--- src/rtl/lhs_pkg.sv ---
package lhs_pkg;

  typedef enum logic [2:0] {
    CL_STOP, CL_REQ, CL_PREP, CL_ZERO, CL_RUN, CL_TRAIL, CL_EXIT
  } clk_st_e;

  typedef enum logic [3:0] {
    DL_IDLE, DL_REQ, DL_PREP, DL_ZERO, DL_SYNC, DL_PAY, DL_LAST,
    DL_TRAIL, DL_EXIT
  } dat_st_e;

  // line codes {P,N}
  localparam logic [1:0] LP_STOP = 2'b11;
  localparam logic [1:0] LP_HSRQ = 2'b01;
  localparam logic [1:0] LP_BRDG = 2'b00;

endpackage

--- src/rtl/lhs_post_guard.sv ---
module lhs_post_guard #(
  parameter int FW = 8
) (
  input  logic          clk,
  input  logic          rst,
  input  logic          dat_hs,
  input  logic [FW-1:0] post_len,
  output logic          ok_o
);

  logic [FW-1:0] cnt_q;
  logic [FW-1:0] need;

  // zero field counts as one cycle
  assign need = (post_len == '0) ? FW'(1) : post_len;

  always_ff @(posedge clk) begin
    if (rst) begin
      cnt_q <= '0;
    end else if (dat_hs) begin
      cnt_q <= '0;
    end else if (cnt_q != '1) begin
      cnt_q <= cnt_q + 1'b1;
    end
  end

  assign ok_o = (cnt_q >= need);

  a_r9_post_restarts: assert property (@(posedge clk) disable iff (rst)
    $past(dat_hs) |-> (cnt_q == '0));

endmodule

--- src/rtl/lhs_clk_lane.sv ---
module lhs_clk_lane
  import lhs_pkg::*;
#(
  parameter int FW = 8
) (
  input  logic          clk,
  input  logic          rst,
  input  logic          start,
  input  logic          stop,
  input  logic [FW-1:0] lpx,
  input  logic [FW-1:0] prep,
  input  logic [FW-1:0] zero,
  input  logic [FW-1:0] trail,
  input  logic [FW-1:0] exit_t,
  output logic [1:0]    lp_o,
  output logic          hs_o,
  output logic          run_o
);

  clk_st_e       st_q, st_d;
  logic [FW-1:0] cnt_q, cnt_d;
  logic          done;
  logic [1:0]    lp_d;
  logic          hs_d;

  function automatic logic [FW-1:0] ld(input logic [FW-1:0] f);
    return (f == '0) ? '0 : f - 1'b1;
  endfunction

  assign done = (cnt_q == '0);

  always_comb begin
    st_d  = st_q;
    cnt_d = done ? '0 : cnt_q - 1'b1;
    unique case (st_q)
      CL_STOP:  if (start) begin st_d = CL_REQ;   cnt_d = ld(lpx);    end
      CL_REQ:   if (done)  begin st_d = CL_PREP;  cnt_d = ld(prep);   end
      CL_PREP:  if (done)  begin st_d = CL_ZERO;  cnt_d = ld(zero);   end
      CL_ZERO:  if (done)  begin st_d = CL_RUN;                       end
      CL_RUN:   if (stop)  begin st_d = CL_TRAIL; cnt_d = ld(trail);  end
      CL_TRAIL: if (done)  begin st_d = CL_EXIT;  cnt_d = ld(exit_t); end
      CL_EXIT:  if (done)  begin st_d = CL_STOP;                      end
      default:  st_d = CL_STOP;
    endcase
  end

  always_comb begin
    lp_d = LP_BRDG;
    hs_d = 1'b0;
    unique case (st_d)
      CL_STOP, CL_EXIT:          lp_d = LP_STOP;
      CL_REQ:                    lp_d = LP_HSRQ;
      CL_PREP:                   lp_d = LP_BRDG;
      CL_ZERO, CL_RUN, CL_TRAIL: hs_d = 1'b1;
      default:                   lp_d = LP_STOP;
    endcase
  end

  always_ff @(posedge clk) begin
    if (rst) begin
      st_q  <= CL_STOP;
      cnt_q <= '0;
      lp_o  <= LP_STOP;
      hs_o  <= 1'b0;
    end else begin
      st_q  <= st_d;
      cnt_q <= cnt_d;
      lp_o  <= lp_d;
      hs_o  <= hs_d;
    end
  end

  assign run_o = (st_q == CL_RUN);

  a_r2_run_after_zero: assert property (@(posedge clk) disable iff (rst)
    (st_q == CL_RUN && $past(st_q) != CL_RUN) |-> ($past(st_q) == CL_ZERO));

  a_r2_hs_not_lp: assert property (@(posedge clk) disable iff (rst)
    hs_o |-> (lp_o == LP_BRDG));

endmodule

--- src/rtl/lhs_dat_lane.sv ---
module lhs_dat_lane
  import lhs_pkg::*;
#(
  parameter int             FW   = 8,
  parameter int             BW   = 8,
  parameter logic [BW-1:0]  SYNC = 8'hB8
) (
  input  logic          clk,
  input  logic          rst,
  input  logic          req,
  input  logic          clk_run,
  input  logic [FW-1:0] lpx,
  input  logic [FW-1:0] prep,
  input  logic [FW-1:0] zero,
  input  logic [FW-1:0] trail,
  input  logic [FW-1:0] exit_t,
  input  logic [BW-1:0] tx_data,
  input  logic          tx_valid,
  input  logic          tx_last,
  output logic [1:0]    lp_o,
  output logic          hs_o,
  output logic [BW-1:0] byte_o,
  output logic          rdy_o,
  output logic          idle_o
);

  dat_st_e       st_q, st_d;
  logic [FW-1:0] cnt_q, cnt_d;
  logic [BW-1:0] byte_d;
  logic          done;
  logic [1:0]    lp_d;
  logic          hs_d;
  logic          rdy_d;

  function automatic logic [FW-1:0] ld(input logic [FW-1:0] f);
    return (f == '0) ? '0 : f - 1'b1;
  endfunction

  assign done = (cnt_q == '0);

  always_comb begin
    st_d   = st_q;
    cnt_d  = done ? '0 : cnt_q - 1'b1;
    byte_d = byte_o;
    unique case (st_q)
      DL_IDLE:
        if (req && clk_run) begin st_d = DL_REQ; cnt_d = ld(lpx); end
      DL_REQ:
        if (done) begin st_d = DL_PREP; cnt_d = ld(prep); end
      DL_PREP:
        if (done) begin st_d = DL_ZERO; cnt_d = ld(zero); byte_d = '0; end
      DL_ZERO:
        if (done) begin st_d = DL_SYNC; byte_d = SYNC; end
      DL_SYNC, DL_PAY: begin
        st_d = DL_PAY;
        if (tx_valid) begin
          byte_d = tx_data;
          if (tx_last) st_d = DL_LAST;
        end
      end
      DL_LAST: begin
        st_d   = DL_TRAIL;
        cnt_d  = ld(trail);
        byte_d = {BW{~byte_o[BW-1]}};
      end
      DL_TRAIL:
        if (done) begin st_d = DL_EXIT; cnt_d = ld(exit_t); byte_d = '0; end
      DL_EXIT:
        if (done) st_d = DL_IDLE;
      default: st_d = DL_IDLE;
    endcase
  end

  always_comb begin
    lp_d  = LP_BRDG;
    hs_d  = 1'b0;
    rdy_d = 1'b0;
    unique case (st_d)
      DL_IDLE, DL_EXIT: lp_d = LP_STOP;
      DL_REQ:           lp_d = LP_HSRQ;
      DL_PREP:          lp_d = LP_BRDG;
      DL_SYNC, DL_PAY: begin hs_d = 1'b1; rdy_d = 1'b1; end
      DL_ZERO, DL_LAST, DL_TRAIL: hs_d = 1'b1;
      default:          lp_d = LP_STOP;
    endcase
  end

  always_ff @(posedge clk) begin
    if (rst) begin
      st_q   <= DL_IDLE;
      cnt_q  <= '0;
      byte_o <= '0;
      lp_o   <= LP_STOP;
      hs_o   <= 1'b0;
      rdy_o  <= 1'b0;
    end else begin
      st_q   <= st_d;
      cnt_q  <= cnt_d;
      byte_o <= byte_d;
      lp_o   <= lp_d;
      hs_o   <= hs_d;
      rdy_o  <= rdy_d;
    end
  end

  assign idle_o = (st_q == DL_IDLE);

  a_r3_leave_stop_needs_clock: assert property (@(posedge clk) disable iff (rst)
    (lp_o == LP_HSRQ && $past(lp_o) == LP_STOP) |-> $past(clk_run));

  a_r4_sync_follows_zero: assert property (@(posedge clk) disable iff (rst)
    (st_q == DL_SYNC) |-> ($past(st_q) == DL_ZERO && byte_o == SYNC));

  a_r5_ready_in_hs: assert property (@(posedge clk) disable iff (rst)
    rdy_o |-> hs_o);

  a_r6_trail_steady: assert property (@(posedge clk) disable iff (rst)
    (st_q == DL_TRAIL && $past(st_q) == DL_TRAIL) |-> $stable(byte_o));

endmodule

--- src/rtl/lane_hs_seq.sv ---
module lane_hs_seq #(
  parameter logic [7:0] SYNC_BYTE = 8'hB8
) (
  input  logic        clk,
  input  logic        rst,
  input  logic [31:0] t_word0,
  input  logic [31:0] t_word1,
  input  logic [31:0] t_word2,
  input  logic [31:0] t_word3,
  input  logic        clk_hs_en,
  input  logic        clk_noncont,
  input  logic        burst_req,
  input  logic [7:0]  tx_data,
  input  logic        tx_valid,
  input  logic        tx_last,
  output logic [1:0]  clk_lp,
  output logic        clk_hs_oe,
  output logic [1:0]  dat_lp,
  output logic        dat_hs_oe,
  output logic [7:0]  dat_byte,
  output logic        tx_ready
);

  localparam int FW  = 8;
  localparam int NW  = 4;
  localparam int BW  = 8;

  // field unpacking; positions fixed by the timing word layout
  logic [FW-1:0] f_lpx, f_dprep, f_dzero, f_dtrail, f_dexit;
  logic [FW-1:0] f_cprep, f_cpost, f_ctrail, f_czero, f_cexit;
  logic          tim_unused;

  assign f_lpx    = t_word0[7:0];
  assign f_dprep  = t_word0[15:8];
  assign f_dzero  = t_word0[23:16];
  assign f_dtrail = t_word0[31:24];
  assign f_dexit  = t_word1[31:24];
  assign f_czero  = {{(FW-NW){1'b0}}, t_word2[19:16]};
  assign f_ctrail = t_word2[31:24];
  assign f_cprep  = t_word3[7:0];
  assign f_cpost  = t_word3[15:8];
  assign f_cexit  = {{(FW-NW){1'b0}}, t_word3[19:16]};
  // turnaround fields are held by software only
  assign tim_unused = ^{t_word1[23:0], t_word2[15:0], t_word2[23:20], t_word3[31:20]};

  logic c_run, c_start, c_stop;
  logic d_idle, post_ok;

  assign c_start = clk_hs_en && (!clk_noncont || burst_req);
  assign c_stop  = (!clk_hs_en || clk_noncont) && d_idle && !burst_req && post_ok;

  lhs_clk_lane #(.FW(FW)) u_clk (
    .clk    (clk),
    .rst    (rst),
    .start  (c_start),
    .stop   (c_stop),
    .lpx    (f_lpx),
    .prep   (f_cprep),
    .zero   (f_czero),
    .trail  (f_ctrail),
    .exit_t (f_cexit),
    .lp_o   (clk_lp),
    .hs_o   (clk_hs_oe),
    .run_o  (c_run)
  );

  lhs_dat_lane #(.FW(FW), .BW(BW), .SYNC(SYNC_BYTE)) u_dat (
    .clk      (clk),
    .rst      (rst),
    .req      (burst_req),
    .clk_run  (c_run),
    .lpx      (f_lpx),
    .prep     (f_dprep),
    .zero     (f_dzero),
    .trail    (f_dtrail),
    .exit_t   (f_dexit),
    .tx_data  (tx_data),
    .tx_valid (tx_valid),
    .tx_last  (tx_last),
    .lp_o     (dat_lp),
    .hs_o     (dat_hs_oe),
    .byte_o   (dat_byte),
    .rdy_o    (tx_ready),
    .idle_o   (d_idle)
  );

  lhs_post_guard #(.FW(FW)) u_post (
    .clk      (clk),
    .rst      (rst),
    .dat_hs   (dat_hs_oe),
    .post_len (f_cpost),
    .ok_o     (post_ok)
  );

  a_r12_clock_covers_data: assert property (@(posedge clk) disable iff (rst)
    dat_hs_oe |-> clk_hs_oe);

  a_r9_stop_after_post: assert property (@(posedge clk) disable iff (rst)
    $fell(c_run) |-> ($past(post_ok) && $past(d_idle)));

endmodule

--- config.mk ---
export PLATFORM = sky130hd
export DESIGN_NAME = lane_hs_seq
export DESIGN_NICKNAME = d
export VERILOG_FILES = /design/src/rtl/lhs_pkg.sv /design/src/rtl/lhs_post_guard.sv /design/src/rtl/lhs_clk_lane.sv /design/src/rtl/lhs_dat_lane.sv /design/src/rtl/lane_hs_seq.sv
export SDC_FILE = /design/constraint.sdc
export NUM_CORES = 1
export LEC_CHECK = 0
export BUFFER_PORTS_ARGS = -buffer_cell sky130_fd_sc_hd__buf_2
export CAP_MARGIN = 20
export CORE_ASPECT_RATIO = 0.9
export CORE_MARGIN = 1
export CORE_UTILIZATION = 55
export CTS_CLUSTER_SIZE = 24
export DETAILED_ROUTE_END_ITERATION = 8
export GPL_TIMING_DRIVEN = 0
export PLACE_DENSITY = 0.84
export SLEW_MARGIN = 5
export SYNTH_ARGS = -nofsm -noshare
export SYNTH_HDL_FRONTEND = slang
export SYNTH_SLANG_ARGS = --single-unit
--- constraint.sdc ---
create_clock -name clk -period 6.37 [get_ports clk]
set_input_delay 0.637 -clock clk [delete_from_list [all_inputs] [get_ports clk]]
set_output_delay 0.637 -clock clk [all_outputs]
set_load 0.05 [all_outputs]
==> flow_metrics.tcl, run 1 <==
set metrics [dict create \
    multi_input_area_mm2 0.003207 \
    hold_viol 0 \
    cts.sinks 46 \
    grt_pass1_wl_mm 20.22 \
    clk_latency_ns 0.31 \
    fmax_mhz 358.3 \
    worst_pin_slew_ns 0.9045 \
    min_from "u_dat.byte_o[3]" \
    yosys_warnings 0 \
    fin_total_pwr_mw 1.340 \
    asyncSetResetFlopFracSynth_pct 0 \
    path_clk_slew_ns 0.09 \
    cts_tree "built" \
    synth_flop_cell "dfxtp_1" \
    clockBufferDepth 2 \
    crit_path_start_kind "primary input" \
    rr_startpoint "u_clk.cnt_q[0]" \
    core_mm2 0.007620 \
    timing.hold.ws_ns 0.5102 \
    grtUsageTotal_pct 30.79 \
    syn_nets 757 \
    grt_start_max_net_pins 15 \
    setup_slack_ns 3.579 \
    firstDrtPassIters 5 \
    io_buffers 101 \
    setup_viol_count_final 0 \
    pre_cts_ws_ns 3.341 \
    yosys.cell_types.count 77 \
    clock_skew_ns 0.01423 \
    nFillCells 670 \
    die_area_mm2 0.008316 \
    critPathArrivalTime_ns 2.99 \
    first_iter_violations 529 \
    drc 0 \
    cts_buffers 5 \
    ys_seq_area_share_pct 21.05 \
    cts_hold_buf 0 \
    utilization_pct 67.08 \
    p_leak_nw 2.177 \
    drive_gt1_share_pct 19.91 \
    slew_headroom_pct 39.15 \
    netlist_instances 589 \
    rsz0062_at_grt "false" \
    gp_routability_congestion 0.9295 \
    crit_path_start "t_word3[11]" \
    viasPerCell 6.191 \
    final-seq-area_um2 920.9 \
    dieHeight_um 86.62 \
    initial_core_util_pct 57.42 \
    drt_wl_total_mm 12.66 \
    finalCritPeriodShare_pct 43.82 \
    power_density_mw_per_mm2 262.2 \
    final_nets 865 \
    overflow 0 \
    grt_pass1_vias 4380 \
    setup_tns_ns 0 \
    dpl.hpwl_mm 10.15 \
    cts_setup_buffers 0 \
    io_pins 158 \
    yosysTopAreaCell "dfxtp_1" \
    cts_resized 0 \
    netlist_area_mm2 0.004375 \
    ir_drop_mv 0.1314 \
    critPathKind "primary input to flip-flop" \
    fin_crit_ns 2.791 \
    worstPathRequired_ns 6.57 \
    areaGrowthSynthToFinish_pct 16.81 \
    end_kind "flip-flop" \
    run_status "finished, final reports clean" \
    hold_path_class "flip-flop to flip-flop" \
    cts_root_buf "clkbuf_8" \
    rows 30 \
    h-tree-depth 2 \
    maxSlewViolCount 0 \
    dr_total_vias 4916 \
    avgRoutedWirePerCell_um 15.94 \
    cap_violations 0 \
    ys_ff_latch 46 \
    synthTopCellsByArea "dfxtp_1 21%, ha_1 7.1%, nor2_1 5.5%, a21oi_1 4.9%, xnor2_1 4.8%" \
    antenna_found_initial 0 \
    num_antenna_cells 0 \
    synth_area_per_cell_um2 7.429 \
    die_w_um 96.02 \
    postRouteAntennaNets 0 \
    path_max_fanout 8 \
    synth-edff-count 0 \
    synthDominantCellAreaShare_pct 21.05 \
]
layout make-up:
class | instances | area share, %
tap | 96 | 2.350
sequential | 46 | 18.02
timing repair buffer | 101 | 9.890
buffer | 20 | 1.616
multi-input combinational | 479 | 62.74
clock inverter | 2 | 0.7344
clock buffer | 6 | 1.420
inverter | 44 | 3.231
per-layer routing:
| layer | part of all wire (%) | global-route usage [%] | vias to the layer above |
|---|---|---|---|
| li1 | - | - | 2392 |
| met1 | 43 | 40.77 | 2253 |
| met2 | 47 | 51.45 | 243 |
| met3 | 8.5 | 3.947 | 28 |
| met4 | 2.4 | 10.04 | 0 |
| met5 | 0 | 0 | - |
stage by stage:
| step | instance area, um2 | cells |
|---|---|---|
| after floorplan | 4375 | 589 |
| after global placement | 5001 | 786 |
| after detailed placement | 5001 | 786 |
| after CTS | 5111 | 794 |
| after global routing | 5111 | 794 |
| final | 5111 | 794 |
final timing paths:
| path | slack (ns) | depth (start not counted) | to |
|---|---|---|---|
| worst max-delay path | 3.58 | 10 | u_clk.cnt_q[1] |
| worst min-delay path | 0.51 | 2 | u_dat.byte_o[3] |
| worst max register to register | 3.79 | 8 | u_clk.lp_o[0] |
| worst min register to register | 0.51 | 2 | u_dat.byte_o[3] |
sequential cells by signal, indices dropped and copies added (netlist names), 2 cells and up:
| name | flops |
|---|---|
| u_clk.cnt_q | 8 |
| u_clk.lp_o | 2 |
| u_clk.st_q | 3 |
| u_dat.byte_o | 8 |
| u_dat.cnt_q | 8 |
| u_dat.lp_o | 2 |
| u_dat.st_q | 4 |
| u_post.cnt_q | 8 |
report_power, final:
| part | switching, mW | internal (mW) | total, mW |
|---|---|---|---|
| logic | 0.428 | 0.299 | 0.728 |
| clock network | 0.109 | 0.117 | 0.226 |
| registers | 0.0525 | 0.334 | 0.386 |
worst max-delay path, cell delays in order:
cell and delay, ns:
buf_2 0.11, nor4_1 0.30, a41o_1 0.21, ha_1 0.21, nand2b_1 0.15, a21oi_1 0.15, a211oi_1 0.09, o211ai_1 0.60
o221ai_1 0.25, a22o_1 0.28
synth_stat cells (4+ instances only):
library cell,n
nor2_1,64
dfxtp_1,46
a21oi_1,43
inv_1,43
nand2_1,40
o21ai_0,30
nor3_1,27
ha_1,25
xnor2_1,24
xor2_1,19
nand2b_1,14
a31oi_1,13
clkbuf_1,13
nand3_1,11
nor3b_1,11
o31ai_1,11
nor4_1,10
or3_1,10
a211oi_1,8
mux2i_1,7
a221oi_1,6
and3_1,6
buf_2,6
nor2b_1,6
or4_1,6
o32ai_1,5
o211ai_1,4
o21a_1,4
o221ai_1,4
o22ai_1,4
cell families after synthesis:
group	count (synthesis)	synth area share [%]
adder cells (fa/ha/maj)	26	7.378
buffers and inverters	64	5.662
AO/OA/AOI/OAI	165	25.68
flip-flops	46	21.05
XOR/XNOR	43	8.607
multiplexers	9	2.116
AND/OR/NAND/NOR	236	29.51
placed cells by master (no fill, tap or decap), types with 14 or more instances in the layout:
cell	instances
inv_1	43
dfxtp_1	46
buf_2	107
nand2b_1	14
nor3_1	27
clkbuf_1	14
o21ai_0	30
ha_1	25
nor2_1	64
a21oi_1	43
nand2_1	40
xnor2_1	24
xor2_1	19
(Power assumes the default switching activity.)
==> run 2: changes to the inputs <==
Settings changed: ABC_AREA from default to 1, CORE_UTILIZATION 55 to 47, PLACE_DENSITY 0.84 to 0.75.
Clock period 6.37 ns to 2.5 ns, I/O delays scaled along.
==> run 2 against run 1 <==
Power rose to 3.2 times the previous value; worst hold slack got worse by 0.21 ns; utilization fell by 11 points; cell area rose by 7.3%; critical endpoint is now u_dat.cnt_q[1]; combinational power rose to 3.6 times the previous value; flip-flop and latch count did not move; clock power rose to 2.5 times the previous value; largest cell class unchanged; final cell count rose by 34%.
==> flow_metrics.tcl, run 2 <==
set metrics [dict create \
    min_path_cells 4 \
    mostFrequentLayoutCells "199 x nand2_1, 140 x inv_1, 135 x nor2_1" \
    crit_buf_inv 3 \
    hold_viol 0 \
    final-seq-area_um2 920.9 \
    io_pins 158 \
    areaGrowthSynthToFinish_pct 16.47 \
    gp_routability_congestion 0.9412 \
    clockBufferDepth 2 \
    final_cells 1065 \
    setup_viol_count_final 0 \
    overflow 0 \
    drt_wl_total_mm 11.75 \
    swShare_pct 50.41 \
    hold_path_class "primary input to flip-flop" \
    r2r_end "u_dat.cnt_q[1]" \
    p_clk_share_pct 13.3 \
    h-tree-depth 2 \
    rsz0062_at_grt "false" \
    io_buffers 101 \
    avgRoutedWirePerCell_um 11.03 \
    grt_start_max_net_pins 16 \
    critPathKind "flip-flop to flip-flop" \
    cts_setup_buffers 0 \
    yosysTopAreaCell "dfxtp_1" \
    path_max_fanout 10 \
    postRouteAntennaNets 0 \
    cts.sinks 46 \
    syn_nets 998 \
    cap_violations 0 \
    initial_core_util_pct 48.57 \
    grt_pass1_wl_mm 20.02 \
    die_area_mm2 0.01043 \
    min_to "u_dat.cnt_q[1]" \
    dp_cells 1057 \
    grt_util_met1_pct 30.45 \
    rows 34 \
    core_mm2 0.009699 \
    num_antenna_cells 0 \
    crit_slowest_cell "dfxtp_1" \
    run_status "finished, final reports clean" \
    multi_input_area_mm2 0.003204 \
    rr_startpoint "u_dat.cnt_q[0]" \
    netlist_area_mm2 0.004711 \
    intPower_mw 2.107 \
    reg2regPathDepth 12 \
    clock_skew_ns 0.007107 \
    cts_tree "built" \
    synth_area_per_cell_um2 5.676 \
    critPathArrivalTime_ns 2.19 \
    path_cells "inv_1 -> ha_1 -> nand2_1 -> nor2_2 -> inv_1 -> nor2_2 -> buf_4 -> o21ai_0 -> nand2_1 -> nand3_1 -> o21ai_0 -> a21oi_1" \
    min_from "rst" \
    fin_crit_ns 1.994 \
    dr_total_vias 5294 \
    dieHeight_um 96.98 \
    first_iter_violations 238 \
    drive_gt1_share_pct 14.16 \
    die_w_um 107.5 \
    worstPathRequired_ns 2.70 \
    final_common_cell "nand2_1" \
    power_density_mw_per_mm2 774.3 \
    maxSlewViolCount 0 \
    met3_usage_pct 3.167 \
    firstDrtPassIters 5 \
    synthTopCellsByCount "199 x nand2_1, 140 x inv_1, 135 x nor2_1" \
    antenna_found_initial 0 \
    dpl.hpwl_mm 9.763 \
    synth-edff-count 0 \
    asyncSetResetFlopFracSynth_pct 0 \
    end_kind "flip-flop" \
    grt_pass1_vias 4723 \
    yosys_warnings 0 \
    cts_buffers 5 \
    netlist_instances 830 \
    synth_flop_cell "dfxtp_1" \
    drc 0 \
    use_met2_pct 39.74 \
    yosysMostFrequentCell "nand2_1" \
    cts_root_buf "clkbuf_8" \
    worst_pin_slew_ns 0.5975 \
    fmax_mhz 501.5 \
    crit_path_start_kind "flip-flop" \
    setup_tns_ns 0 \
    synthDominantCellAreaShare_pct 19.55 \
    ir_drop_mv 0.5502 \
    clk_latency_ns 0.31 \
    p_leak_nw 2.941 \
    cp_top_family "simple AND/OR/NAND/NOR gates" \
    cts_resized 0 \
    ys_ff_latch 46 \
    p_seq_share_pct 24.4 \
    reg2reg_slack_ns 0.51 \
    max_stage_delay_ns 0.34 \
    ys_seq_area_share_pct 19.55 \
    finalCritPeriodShare_pct 79.76 \
    path_clk_slew_ns 0.09 \
    grtUsageTotal_pct 23.28 \
    slew_headroom_pct 59.86 \
    nFillCells 1089 \
    p_switching_mw 2.142 \
    yosys.cell_types.count 40 \
    synthTopCellsByArea "dfxtp_1 20%, nand2_1 16%, inv_1 11%, nor2_1 11%, nand3_1 7.9%" \
    viasPerCell 4.971 \
    busiest_layer "met2" \
    power_frac_comb_pct 62.3 \
    cts_hold_buf 0 \
    final_nets 1106 \
]
run 2: cell types whose count changed after synthesis, moves of 10 or more:
cell	change
xnor2_1	-12
a31oi_1	-11
nand3_1	+63
nor3_1	-16
or3_1	-10
o31ai_1	-10
nor2_1	+71
o21ai_0	+22
inv_1	+97
nand4_1	+19
nand2b_1	-14
nand2_1	+159
run 2: power groups by stage:
stage          Combinational [mW]  Clock, mW  Sequential, mW
2_1_floorplan                1.82          0            1.20
3_3_place_gp                 2.59          0            1.05
3_5_place_dp                 2.60          0            1.05
4_1_cts                      2.62      0.575            1.03
5_1_grt                      2.98      0.613            1.06
6_report                     2.64      0.567            1.04
run 2: how the worst max path moves through the flow:
stage              startpoint         endpoint  slack (ns)  cells after the start
2_1_floorplan     t_word3[14]   u_clk.cnt_q[4]        0.73                     14
3_3_place_gp      t_word3[14]   u_clk.cnt_q[4]        0.29                     15
3_5_place_dp      t_word3[14]   u_clk.cnt_q[4]        0.28                     15
4_1_cts        u_dat.cnt_q[0]   u_dat.cnt_q[1]        0.51                     12
5_1_grt        u_dat.cnt_q[0]  u_dat.byte_o[5]        0.27                     10
6_report       u_dat.cnt_q[0]   u_dat.cnt_q[1]        0.51                     12
run 2: final cells by class:
| type | count | area share (%) |
|---|---|---|
| buffer | 10 | 1.026 |
| clock inverter | 3 | 0.7982 |
| sequential | 46 | 16.78 |
| timing repair buffer | 101 | 9.213 |
| multi-input combinational | 633 | 58.40 |
| inverter | 141 | 9.647 |
| tap | 126 | 2.873 |
| clock buffer | 5 | 1.254 |
run 2: logic make-up (layout without fill, tap and decap cells):
group	count (synthesis)	in the layout	synth area share (%)
and+or+nand+nor	462	462	41.83
xor gates and xnor gates	33	33	6.136
DFF	46	46	19.55
adders and majority gates	25	25	6.640
buffers and inverters	151	260	12.43
AOI/OAI and AO/OA	113	113	13.41
run 2: metrics by stage:
step                setup WS (ns)  util (%)  hold slack [ns]  area, um2  power [mW]
finish                     0.5061     56.57           0.3004       5487       4.248
global placement           0.2853     55.41           0.4326       5374       3.636
CTS                        0.5130     56.57           0.3032       5487       4.226
global route               0.2705     56.57           0.3231       5487       4.659
detailed placement         0.2754     55.41           0.4347       5374       3.651
floorplan                  0.7331         -           0.4590       4711       3.023
run 2: tightest hold or removal path, cell delays in order:
cell	delay, ns
buf_2	0.08
inv_1	0.10
o21ai_0	0.09
a21oi_1	0.04
run 2: layer usage:
layer | share of wire, % | wire length, um
met4 | 1.7 | 195
met1 | 47 | 5571
met2 | 47 | 5479
met5 | 0 | 0
met3 | 4.3 | 500
==> run 3: changes to the inputs <==
Settings changed: CORE_UTILIZATION 47 to 52, PLACE_DENSITY 0.75 to 0.79.
Clock period 2.5 ns to 2 ns, I/O delays scaled along.
==> run 3 against run 2 <==
Register-to-register slack worse by 0.36 ns; worst hold slack worse by 0.025 ns; wire length is 2.2% higher; clock skew is 0.0010 ns lower; flip-flop and latch count stayed put; die area is 9.4% lower; global-route usage is 1.9 points higher; setup slack worse by 0.36 ns; maximum frequency is 7.8% higher; critical path type unchanged.
==> flow_metrics.tcl, run 3 (synthesis results as in run 2) <==
set metrics [dict create \
    run_status "finished, final reports clean" \
    crit_slowest_cell "dfxtp_1" \
    dieHeight_um 92.30 \
    worst_pin_slew_ns 0.5798 \
    cts.sinks 46 \
    pre_cts_ws_ns -0.1439 \
    ir_drop_mv 0.5384 \
    setup_slack_ns 0.1504 \
    die_w_um 102.3 \
    grtUsageTotal_pct 25.18 \
    dp_cells 1050 \
    hold_path_class "primary input to flip-flop" \
    max_stage_delay_ns 0.34 \
    rr_startpoint "u_dat.cnt_q[0]" \
    grt_start_max_net_pins 15 \
    rsz0062_at_grt "false" \
    crit_path_start "u_dat.cnt_q[0]" \
    clockBufferDepth 2 \
    grt_pass1_vias 4598 \
    critPathKind "flip-flop to flip-flop" \
    finalCritPeriodShare_pct 92.48 \
    final_nets 1113 \
    cts_tree "built" \
    path_cells "inv_2 -> ha_2 -> nand2_1 -> nor2_4 -> inv_1 -> nor2_4 -> buf_6 -> o21ai_0 -> nand2_1 -> nand3_1 -> o21ai_0 -> a21oi_1" \
    antenna_found_initial 0 \
    final-seq-area_um2 920.9 \
    final_common_cell "nand2_1" \
    power_density_mw_per_mm2 977.3 \
    path_max_fanout 6 \
    setup_viol_count_final 0 \
    p_leak_nw 2.981 \
    io_pins 158 \
    dpl.hpwl_mm 9.712 \
    clk_latency_ns 0.30 \
    grt_pass1_wl_mm 19.41 \
    path_clk_slew_ns 0.09 \
    setup_tns_ns 0 \
    crit_path_start_kind "flip-flop" \
    worstPathRequired_ns 2.19 \
    mostFrequentLayoutCells "198 x nand2_1, 138 x inv_1, 134 x nor2_1" \
    maxSlewViolCount 0 \
    crit_buf_inv 3 \
    end_kind "flip-flop" \
    post_dp_cell_area_mm2 0.005365 \
    fmax_mhz 540.7 \
    fin_total_pwr_mw 5.434 \
    postRouteAntennaNets 0 \
    avgRoutedWirePerCell_um 11.27 \
    cap_violations 0 \
    io_buffers 101 \
    multi_input_area_mm2 0.003248 \
    die_area_mm2 0.009445 \
    areaGrowthSynthToFinish_pct 18.03 \
    firstDrtPassIters 5 \
    fin_area_mm2 0.005560 \
    overflow 0 \
    drc 0 \
    drive_gt1_share_pct 15.54 \
    nFillCells 913 \
    drt_wl_total_mm 12.00 \
    critPathArrivalTime_ns 2.04 \
    gp_routability_congestion 0.9179 \
    rows 32 \
    min_from "rst" \
    initial_core_util_pct 54.22 \
    clock_skew_ns 0.006068 \
    core_mm2 0.008688 \
    first_iter_violations 331 \
    dr_total_vias 5433 \
    h-tree-depth 2 \
    cts_buffers 5 \
    cts_root_buf "clkbuf_8" \
    viasPerCell 5.101 \
    num_antenna_cells 0 \
    cp_top_family "simple AND/OR/NAND/NOR gates" \
    hold_viol 0 \
    fin_crit_ns 1.850 \
    final_cells 1065 \
    slew_headroom_pct 61.05 \
]
run 3: final cells by class:
class	instances	share of cell area, %
plain buffers	10	1.125
clock buffers	7	1.553
clock inverters	1	0.1575
inverters	141	9.518
multi-input cells	633	58.42
flip-flops and latches	46	16.56
well taps	119	2.678
repair buffers	108	9.991
run 3: where the power goes:
part | leakage (nW) | internal, mW | switching (mW) | total, mW
Clock | 0.0489 | 0.286 | 0.316 | 0.602
Combinational | 2.56 | 1.25 | 2.28 | 3.54
Sequential | 0.376 | 1.14 | 0.155 | 1.30
run 3: repair_timing:
item | CTS | global route
setup endpoints to repair | 0 | 31
hold buffers | 0 | 0
gates resized for setup | 0 | 16
setup buffers | 0 | 6
run 3: metrics by stage:
stage	utilization, %	hold WS [ns]
2_1_floorplan	-	0.4095
3_3_place_gp	61.75	0.4322
3_5_place_dp	61.75	0.4381
4_1_cts	62.85	0.2706
5_1_grt	64.00	0.2875
6_report	64.00	0.2751
run 3: final timing paths:
path	endpoint	slack [ns]	depth (start not counted)
worst min register to register	u_dat.byte_o[0]	0.45	2
worst min-delay path	u_dat.cnt_q[1]	0.28	4
worst max-delay path	u_dat.cnt_q[0]	0.15	12
worst max register to register	u_dat.cnt_q[0]	0.15	12
run 3: routing by layer:
metal	vias up	track usage, %	share of wire (%)	routed length (um)
li1	2879	-	-	-
met1	2338	34.31	47	5618
met2	189	42.84	45	5437
met3	27	2.189	6.4	764
met4	0	5.595	1.5	183
met5	-	0	0	0
run 3: worst register-to-register path: stages, from the launching register on:
cell,delay [ns]
dfxtp_1,0.34
inv_2,0.08
ha_2,0.18
nand2_1,0.10
nor2_4,0.14
inv_1,0.10
nor2_4,0.24
buf_6,0.16
o21ai_0,0.08
nand2_1,0.07
nand3_1,0.09
o21ai_0,0.09
a21oi_1,0.08
